$ cat src/rtl/spi_chan_pkg.sv
package spi_chan_pkg;
   localparam int CFG_W        = 23;
   localparam logic [CFG_W-1:0] CFG_RST = 23'h060000;
   localparam int LEN_W        = 6;

   localparam int B_WL_LO      = 7;
   localparam int B_MODE_LO    = 12;
   localparam int B_DMAW       = 14;
   localparam int B_DMAR       = 15;
   localparam int B_TURBO      = 19;
   localparam int B_FORCE      = 20;

   localparam int ST_RXF       = 0;
   localparam int ST_TXE       = 1;
   localparam int ST_EOT       = 2;
   localparam logic [2:0] ST_RST = 3'b010;

   typedef enum logic [1:0] {
      DIR_BOTH = 2'd0,
      DIR_RX   = 2'd1,
      DIR_TX   = 2'd2,
      DIR_BAD  = 2'd3
   } dir_t;

   typedef struct packed {
      dir_t       dir;
      logic       turbo;
      logic       frc;
      logic       dmaw_en;
      logic       dmar_en;
      logic [4:0] wl_m1;
   } chan_cfg_t;
endpackage

$ cat src/rtl/spi_chan_cfg.sv
module spi_chan_cfg
   import spi_chan_pkg::*;
#(
   parameter int BUS_W = 32
) (
   input  logic             clk,
   input  logic             rst_n,
   input  logic             wr,
   input  logic [BUS_W-1:0] wdata,
   output logic [CFG_W-1:0] cfg_q,
   output chan_cfg_t        fields
);
   if (BUS_W < CFG_W) begin : g_bad_bus
      $error("spi_chan_cfg: BUS_W must cover the configuration word");
   end

   always_ff @(posedge clk) begin
      if (!rst_n)  cfg_q <= CFG_RST;
      else if (wr) cfg_q <= wdata[CFG_W-1:0];
   end

   always_comb begin
      fields.dir     = dir_t'(cfg_q[B_MODE_LO +: 2]);
      fields.turbo   = cfg_q[B_TURBO];
      fields.frc     = cfg_q[B_FORCE];
      fields.dmaw_en = cfg_q[B_DMAW];
      fields.dmar_en = cfg_q[B_DMAR];
      fields.wl_m1   = cfg_q[B_WL_LO +: 5];
   end
endmodule

$ cat src/rtl/spi_chan_ctrl.sv
module spi_chan_ctrl
   import spi_chan_pkg::*;
#(
   parameter int DATA_W = 32
) (
   input  logic              clk,
   input  logic              rst_n,
   input  chan_cfg_t         fields,
   input  logic              en,
   input  logic              en_rise,
   input  logic              single_mode,
   input  logic              tx_wr,
   input  logic [DATA_W-1:0] tx_wdata,
   input  logic              rx_rd,
   input  logic              shf_done,
   input  logic [DATA_W-1:0] shf_rx,
   output logic [2:0]        status,
   output logic [DATA_W-1:0] tx_q,
   output logic [DATA_W-1:0] rx_q,
   output logic              shf_start,
   output logic [DATA_W-1:0] shf_tx,
   output logic [LEN_W-1:0]  shf_len
);
   logic pend, busy;
   logic eval, blocked, go, use_shifter, fin_bypass, fin_shift, fin;
   logic rxf, txe;

   assign rxf = status[ST_RXF];
   assign txe = status[ST_TXE];

   always_comb begin
      eval        = pend && !busy;
      blocked     = !en
                  || (rxf && fields.dir != DIR_TX && !fields.turbo)
                  || (txe && fields.dir != DIR_RX);
      go          = eval && !blocked;
      use_shifter = !single_mode || fields.frc;
      fin_bypass  = go && !use_shifter;
      fin_shift   = busy && shf_done;
      fin         = fin_bypass || fin_shift;
   end

   always_ff @(posedge clk) begin
      if (!rst_n) begin
         pend <= 1'b0;
      end else if (tx_wr || rx_rd || en_rise) begin
         pend <= 1'b1;
      end else if (eval) begin
         pend <= 1'b0;
      end
   end

   always_ff @(posedge clk) begin
      if (!rst_n) begin
         busy      <= 1'b0;
         shf_start <= 1'b0;
         shf_tx    <= '0;
         shf_len   <= '0;
      end else begin
         shf_start <= go && use_shifter;
         if (go && use_shifter) begin
            busy    <= 1'b1;
            shf_tx  <= tx_q;
            shf_len <= LEN_W'(fields.wl_m1) + LEN_W'(1);
         end else if (fin_shift) begin
            busy    <= 1'b0;
         end
      end
   end

   always_ff @(posedge clk) begin
      if (!rst_n) begin
         status <= ST_RST;
         tx_q   <= '0;
         rx_q   <= '0;
      end else begin
         if (fin) begin
            status[ST_EOT] <= 1'b1;
            status[ST_TXE] <= 1'b1;
            tx_q           <= '0;
            if (fields.dir != DIR_TX) status[ST_RXF] <= 1'b1;
         end
         if (fin_shift) rx_q <= shf_rx;
         if (tx_wr) begin
            tx_q           <= tx_wdata;
            status[ST_TXE] <= 1'b0;
         end
         if (rx_rd) status[ST_RXF] <= 1'b0;
      end
   end

   a_r6_start_idle: assert property (@(posedge clk) disable iff (!rst_n)
      shf_start |-> !$past(busy));
   a_r4_start_enabled: assert property (@(posedge clk) disable iff (!rst_n)
      shf_start |-> $past(en));
   a_r5_txload_clears: assert property (@(posedge clk) disable iff (!rst_n)
      tx_wr |=> !status[ST_TXE]);
   a_r5_rxread_clears: assert property (@(posedge clk) disable iff (!rst_n)
      rx_rd |=> !status[ST_RXF]);
   a_r7_done_flags: assert property (@(posedge clk) disable iff (!rst_n)
      (busy && shf_done && !tx_wr) |=> (status[ST_TXE] && status[ST_EOT] && tx_q == '0));
   a_r3_eot_sticky: assert property (@(posedge clk) disable iff (!rst_n)
      status[ST_EOT] |=> status[ST_EOT]);
endmodule

$ cat src/rtl/spi_chan_dma.sv
module spi_chan_dma
   import spi_chan_pkg::*;
#(
   parameter bit REG_OUT = 1'b0
) (
   input  logic      clk,
   input  logic      rst_n,
   input  logic      en,
   input  chan_cfg_t fields,
   input  logic [2:0] status,
   output logic      wr_req,
   output logic      rd_req
);
   logic wr_c, rd_c;

   always_comb begin
      wr_c = en && fields.dmaw_en && status[ST_TXE] && fields.dir != DIR_RX;
      rd_c = en && fields.dmar_en && status[ST_RXF] && fields.dir != DIR_TX;
   end

   if (REG_OUT) begin : g_reg
      always_ff @(posedge clk) begin
         if (!rst_n) begin
            wr_req <= 1'b0;
            rd_req <= 1'b0;
         end else begin
            wr_req <= wr_c;
            rd_req <= rd_c;
         end
      end
   end else begin : g_comb
      assign wr_req = wr_c;
      assign rd_req = rd_c;
   end
endmodule

$ cat src/rtl/spi_chan_engine.sv
module spi_chan_engine
   import spi_chan_pkg::*;
#(
   parameter int DATA_W  = 32,
   parameter int BUS_W   = 32,
   parameter bit DMA_REG = 1'b0
) (
   input  logic              clk,
   input  logic              rst_n,
   input  logic              cfg_wr,
   input  logic [BUS_W-1:0]  cfg_wdata,
   output logic [CFG_W-1:0]  cfg_o,
   input  logic              en_wr,
   input  logic              en_wdata,
   output logic              en_o,
   input  logic              single_mode,
   input  logic              tx_wr,
   input  logic [DATA_W-1:0] tx_wdata,
   output logic [DATA_W-1:0] tx_o,
   input  logic              rx_rd,
   output logic [DATA_W-1:0] rx_o,
   output logic [2:0]        status_o,
   output logic              dma_wr_req,
   output logic              dma_rd_req,
   output logic              shf_start,
   output logic [DATA_W-1:0] shf_tx,
   output logic [LEN_W-1:0]  shf_len,
   input  logic              shf_done,
   input  logic [DATA_W-1:0] shf_rx
);
   if (DATA_W < 4 || DATA_W > 32) begin : g_bad_width
      $error("spi_chan_engine: DATA_W must lie in 4..32");
   end

   chan_cfg_t fields;
   logic      en_q, en_rise;

   always_ff @(posedge clk) begin
      if (!rst_n)     en_q <= 1'b0;
      else if (en_wr) en_q <= en_wdata;
   end
   assign en_rise = en_wr && en_wdata && !en_q;
   assign en_o    = en_q;

   spi_chan_cfg #(.BUS_W(BUS_W)) u_cfg (
      .clk(clk), .rst_n(rst_n), .wr(cfg_wr), .wdata(cfg_wdata),
      .cfg_q(cfg_o), .fields(fields)
   );

   spi_chan_ctrl #(.DATA_W(DATA_W)) u_ctrl (
      .clk(clk), .rst_n(rst_n), .fields(fields), .en(en_q), .en_rise(en_rise),
      .single_mode(single_mode), .tx_wr(tx_wr), .tx_wdata(tx_wdata),
      .rx_rd(rx_rd), .shf_done(shf_done), .shf_rx(shf_rx),
      .status(status_o), .tx_q(tx_o), .rx_q(rx_o),
      .shf_start(shf_start), .shf_tx(shf_tx), .shf_len(shf_len)
   );

   spi_chan_dma #(.REG_OUT(DMA_REG)) u_dma (
      .clk(clk), .rst_n(rst_n), .en(en_q), .fields(fields), .status(status_o),
      .wr_req(dma_wr_req), .rd_req(dma_rd_req)
   );

   a_r1_reset_state: assert property (@(posedge clk)
      $past(!rst_n) |-> (status_o == ST_RST && !en_o && !shf_start));
   a_r2_cfg_width: assert property (@(posedge clk) disable iff (!rst_n)
      cfg_wr |=> cfg_o == $past(cfg_wdata[CFG_W-1:0]));
endmodule

$ cat config.mk
export PLATFORM = sky130hd
export DESIGN_NAME = spi_chan_engine
export DESIGN_NICKNAME = d
export VERILOG_FILES = /design/src/rtl/spi_chan_pkg.sv /design/src/rtl/spi_chan_cfg.sv /design/src/rtl/spi_chan_ctrl.sv /design/src/rtl/spi_chan_dma.sv /design/src/rtl/spi_chan_engine.sv
export SDC_FILE = /design/constraint.sdc
export NUM_CORES = 1
export LEC_CHECK = 0
export BUFFER_PORTS_ARGS = -buffer_cell sky130_fd_sc_hd__buf_4
export CAP_MARGIN = 20
export CORE_ASPECT_RATIO = 0.7
export CORE_UTILIZATION = 38
export CTS_CLUSTER_DIAMETER = 60
export DETAILED_ROUTE_END_ITERATION = 6
export PLACE_DENSITY_LB_ADDON = 0.3
export SKIP_LAST_GASP = 1
export SYNTH_ARGS = -nofsm -noshare
export SYNTH_HDL_FRONTEND = slang
export SYNTH_SLANG_ARGS = --single-unit
$ cat constraint.sdc
create_clock -name clk -period 1.75 [get_ports clk]
set_input_delay 0.2625 -clock clk [delete_from_list [all_inputs] [get_ports clk]]
set_output_delay 0.2625 -clock clk [all_outputs]
set_load 0.02 [all_outputs]
==> results.txt <==
The number of pins exceeding their max-slew limit in the final report is 0. The width of the die came out at 135 µm. The estimated wirelength of the detail-placed design is 9680 µm. The static leakage power came out at 3.17 nW.

Entering global routing, the biggest net connects 75 pins. For this run, the top clock speed supported by timing is 598 MHz. The most critical setup path has its endpoint at u_ctrl.tx_q[1]. The largest buffer count on any clock path came out at 2. The post-layout minimum cycle time came out at 1670 ps.

The count of endpoints failing setup in the final report is 0. After synthesis, the netlist uses 34 different library cells. The type of destination of the critical path is a flop. CTS placed an instance of sky130_fd_sc_hd__clkbuf_16 at the clock tree root. Counting tap cells, the placed design contains a total of 858 instances.

The cell-internal power came out at 5.76 mW. The total overflow left after global routing is 0. The adder and majority gate portion of the synthesized area came out at 0.00267. The worst setup slack for register-to-register paths came out at 80 ps. The worst max-slew margin expressed relative to the limit is 0.707. The height of the die came out at 94.9 µm. The global router's overall resource usage is 0.213.

TritonCTS built the clock tree. The count of TritonRoute iterations in the first routing pass came out at 4. The first-pass GRT wire length is 21200 µm. The overall power is 7.43 mW. Measured in cells, the most critical reg-to-reg path has a length of 6. The transition time at the pin with the least slew margin is 440 ps. For the worst setup path, the data required time is 2090 ps. The flow ran to the end, and the final reports show no timing, DRC or antenna violations. The clock network fraction of total power is 0.485. The clock tree synthesis step divided the H-tree into 4 levels. The main combinational cell family by area after synthesis is compound AO/OA/AOI/OAI gates. The number of buffers inserted during clock tree synthesis came out at 17. Buffers placed on the I/O ports in this run total 227.

The final hold violation count is 0. The xor and xnor fraction of the mapped netlist area is 0.00561. The number of max-capacitance violations reported is 0. Between clock sinks in the finished design, the worst skew comes to 9.39 ps. The worst setup path is of the flop to flop kind. The DRC marker count from the first detailed-route iteration came out at 182.

The combinational group share of total power came out at 0.088. In this run the critical register-to-register path is launched from u_cfg.cfg_q[12]. The number of synthesized register bits came out at 132. The total of warnings raised by yosys came out at 0. The area of the die is 12800 µm².

The worst hold path class is input port to flop. The worst setup path is launched from a flop. The non-filler instance count after layout is 893. The routed design has 13900 µm of wire. The layout-stage area growth over the synthesis result is 54.0%. The clock insertion delay at the later pin of the skew report came out at 400 ps.

The compound-cell area share of the yosys netlist is 0.200. The row count came out at 33. The number of global-route vias before repair is 4225. Counting every net in the synthesized netlist gives 610. The power per cell area is 1030 nW/µm². The worst register-to-register path ends at u_ctrl.tx_q[1].

The initial core utilization came out at 0.395. The mux contribution to synthesized area is 0.0491. Of the total power, the share spent switching nets is 0.225. The final route contains 4498 vias. OpenSTA, run right after detailed placement, puts the worst setup slack at 51.9 ps. Pin placement for this block handled 237 I/O pins. The post-synth design cell area came out at 4690 µm². Clock tree synthesis found a total of 132 sinks. The top fanout value on the critical path came out at 16. The final worst-path cycle share is 0.955. The detail route stage leaves a number of antenna-violating nets equal to 0. After detailed routing, the number of remaining DRC violations is 0.

In the post-route analysis, the smallest setup slack over all paths is 78.9 ps. The initial antenna violation count is 0. The repair_antennas step left the layout with diodes totalling 0. Dividing the detail-routed via count by the number of cells gives 5.04. The clock input transition at the sequential cells of the worst setup and hold paths is 60 ps. The basic-gate share of the synthesized area counting and, or, nand and nor cells came out at 0.136. The sequential power share is 0.426.

The startpoint of the worst setup timing path is u_cfg.cfg_q[12]. The final layout contains 829 nets. The sequential fraction of the synthesis area is 0.564. The analysis attributes to net switching a power of 1.67 mW. The setup TNS is 0 ps. The worst-case IR drop observed on VDD is 610 µV.

Dividing the detail-routed wire length by the instance count gives 15.6 µm. The placer's final routability congestion estimate is 0.782. The signal arrival time at the worst endpoint is 2010 ps. The average size of a mapped cell is 9.30 µm². The post-synthesis cell count is 504. The ratio of cells with drive above 1 in the final layout came out at 0.380. The core footprint came out at 11900 µm².
## final cells by class
class                           instances  area, µm²
Clock buffer                           21        460
Clock inverter                         11        151
Fill cell                            1036       4630
Inverter                                4       15.0
Multi-Input combinational cell        325       1860
Sequential cell                       132       2640
Tap cell                              157        196
Timing Repair Buffer                  243       1890
## cell usage in the layout (no fill, tap or decap), drive strengths merged, types with 2 or more instances in the layout
cell      count
nand2b        3
clkinv        3
a21oi        72
a2111oi       2
clkinvlp      4
buf         242
xor2          2
mux2i        23
bufinv        3
dfxtp       132
o21ai        37
nand2        71
and2          2
clkbuf       22
nand3        35
nor2b         2
nor2         25
a211oi        5
nor3          2
a22o         32
inv           5
## flip-flops by register name (all words and copies together), names as in the netlist
name	flops
u_cfg.cfg_q	23
u_ctrl.shf_start	1
u_ctrl.rx_q	32
u_ctrl.pend	1
u_ctrl.tx_q	32
u_ctrl.shf_len	6
en_o	1
u_ctrl.busy	1
u_ctrl.shf_tx	32
u_ctrl.status	3
## critical path, cell delays in order (launching register included)
cell and delay [ps]:
sky130_fd_sc_hd__dfxtp_1 330, sky130_fd_sc_hd__nor2b_2 180, sky130_fd_sc_hd__o2111a_2 300, sky130_fd_sc_hd__a2111oi_4 310, sky130_fd_sc_hd__buf_4 180, sky130_fd_sc_hd__clkbuf_16 170
sky130_fd_sc_hd__a22o_1 140
## cells by family after synthesis
family / Yosys count
fa+ha+maj: 1
compound gates: 152
buf+inv: 47
xor+xnor: 3
flops: 132
simple gates: 146
mux: 23
## synth_stat cells
| cell | number | area, µm² |
|---|---|---|
| sky130_fd_sc_hd__or4_1 | 1 | 7.51 |
| sky130_fd_sc_hd__nor3_1 | 2 | 10.0 |
| sky130_fd_sc_hd__ha_1 | 1 | 12.5 |
| sky130_fd_sc_hd__nor2_1 | 25 | 93.8 |
| sky130_fd_sc_hd__buf_6 | 3 | 33.8 |
| sky130_fd_sc_hd__mux2i_1 | 23 | 230 |
| sky130_fd_sc_hd__a21oi_1 | 72 | 360 |
| sky130_fd_sc_hd__nor2b_1 | 2 | 12.5 |
| sky130_fd_sc_hd__nand2_1 | 71 | 267 |
| sky130_fd_sc_hd__a22o_1 | 32 | 280 |
| sky130_fd_sc_hd__and4_1 | 1 | 8.76 |
| sky130_fd_sc_hd__nor3b_1 | 1 | 7.51 |
| sky130_fd_sc_hd__buf_2 | 2 | 10.0 |
| sky130_fd_sc_hd__and2_1 | 2 | 12.5 |
| sky130_fd_sc_hd__and3b_1 | 1 | 8.76 |
| sky130_fd_sc_hd__nand2b_1 | 3 | 18.8 |
| sky130_fd_sc_hd__o211ai_1 | 1 | 7.51 |
| sky130_fd_sc_hd__clkinv_1 | 1 | 3.75 |
| sky130_fd_sc_hd__a211oi_1 | 5 | 37.5 |
| sky130_fd_sc_hd__a2111oi_4 | 1 | 27.5 |
| sky130_fd_sc_hd__dfxtp_1 | 132 | 2640 |
| sky130_fd_sc_hd__o2111a_2 | 1 | 12.5 |
| sky130_fd_sc_hd__xnor2_1 | 1 | 8.76 |
| sky130_fd_sc_hd__nand3b_1 | 1 | 7.51 |
| sky130_fd_sc_hd__xor2_1 | 2 | 17.5 |
| sky130_fd_sc_hd__or3_1 | 1 | 6.26 |
| sky130_fd_sc_hd__a2111oi_0 | 1 | 8.76 |
| sky130_fd_sc_hd__o21a_1 | 1 | 7.51 |
| sky130_fd_sc_hd__buf_1 | 4 | 15.0 |
| sky130_fd_sc_hd__inv_1 | 3 | 11.3 |
| sky130_fd_sc_hd__clkbuf_1 | 34 | 128 |
| sky130_fd_sc_hd__nand3_1 | 35 | 175 |
| sky130_fd_sc_hd__o21ai_0 | 37 | 185 |
| sky130_fd_sc_hd__o211a_1 | 1 | 10.0 |
## layer usage
metal / vias to the layer above / share of wire / track usage
met1: 2085 / 0.43 / 0.253
li1: 2199 / - / -
met3: 20 / 0.091 / 0.0735
met5: - / 0 / 0
met4: 0 / 0.014 / 0.0721
met2: 194 / 0.47 / 0.360
## how the worst min path moves through the flow
stage,startpoint,to,slack (ps),depth (start not counted)
detailed placement,rx_rd,u_ctrl.status[0],440,2
global placement,rx_rd,u_ctrl.status[0],440,2
global route,rx_rd,u_ctrl.status[0],30,2
finish,rx_rd,u_ctrl.status[0],40,2
CTS,rx_rd,u_ctrl.status[0],20,2
floorplan,rst_n,u_cfg.cfg_q[17],320,1
## power by group through the flow
| stage | combinational (mW) | clock, mW | sequential (mW) |
|---|---|---|---|
| CTS | 0.646 | 3.67 | 3.16 |
| floorplan | 0.190 | 0 | 3.32 |
| finish | 0.657 | 3.61 | 3.17 |
| global route | 0.701 | 3.83 | 3.18 |
| detailed placement | 0.645 | 0 | 3.23 |
| global placement | 0.632 | 0 | 3.22 |
## what timing repair did
item | in CTS | in global routing
buffers inserted | 0 | 2
resized for setup | 0 | 3
hold buffers | 0 | 0
endpoints found under the setup margin | 0 | 37
## through the flow
step                      utilization  hold slack [ps]  instance area, µm²
after floorplan                     -              324                4690
after global placement          0.553              438                6550
after detailed placement        0.553              443                6550
after CTS                       0.605             18.6                7160
after global routing            0.609             25.3                7220
final                           0.609             37.2                7220
Power figures use the tool's default switching activity.
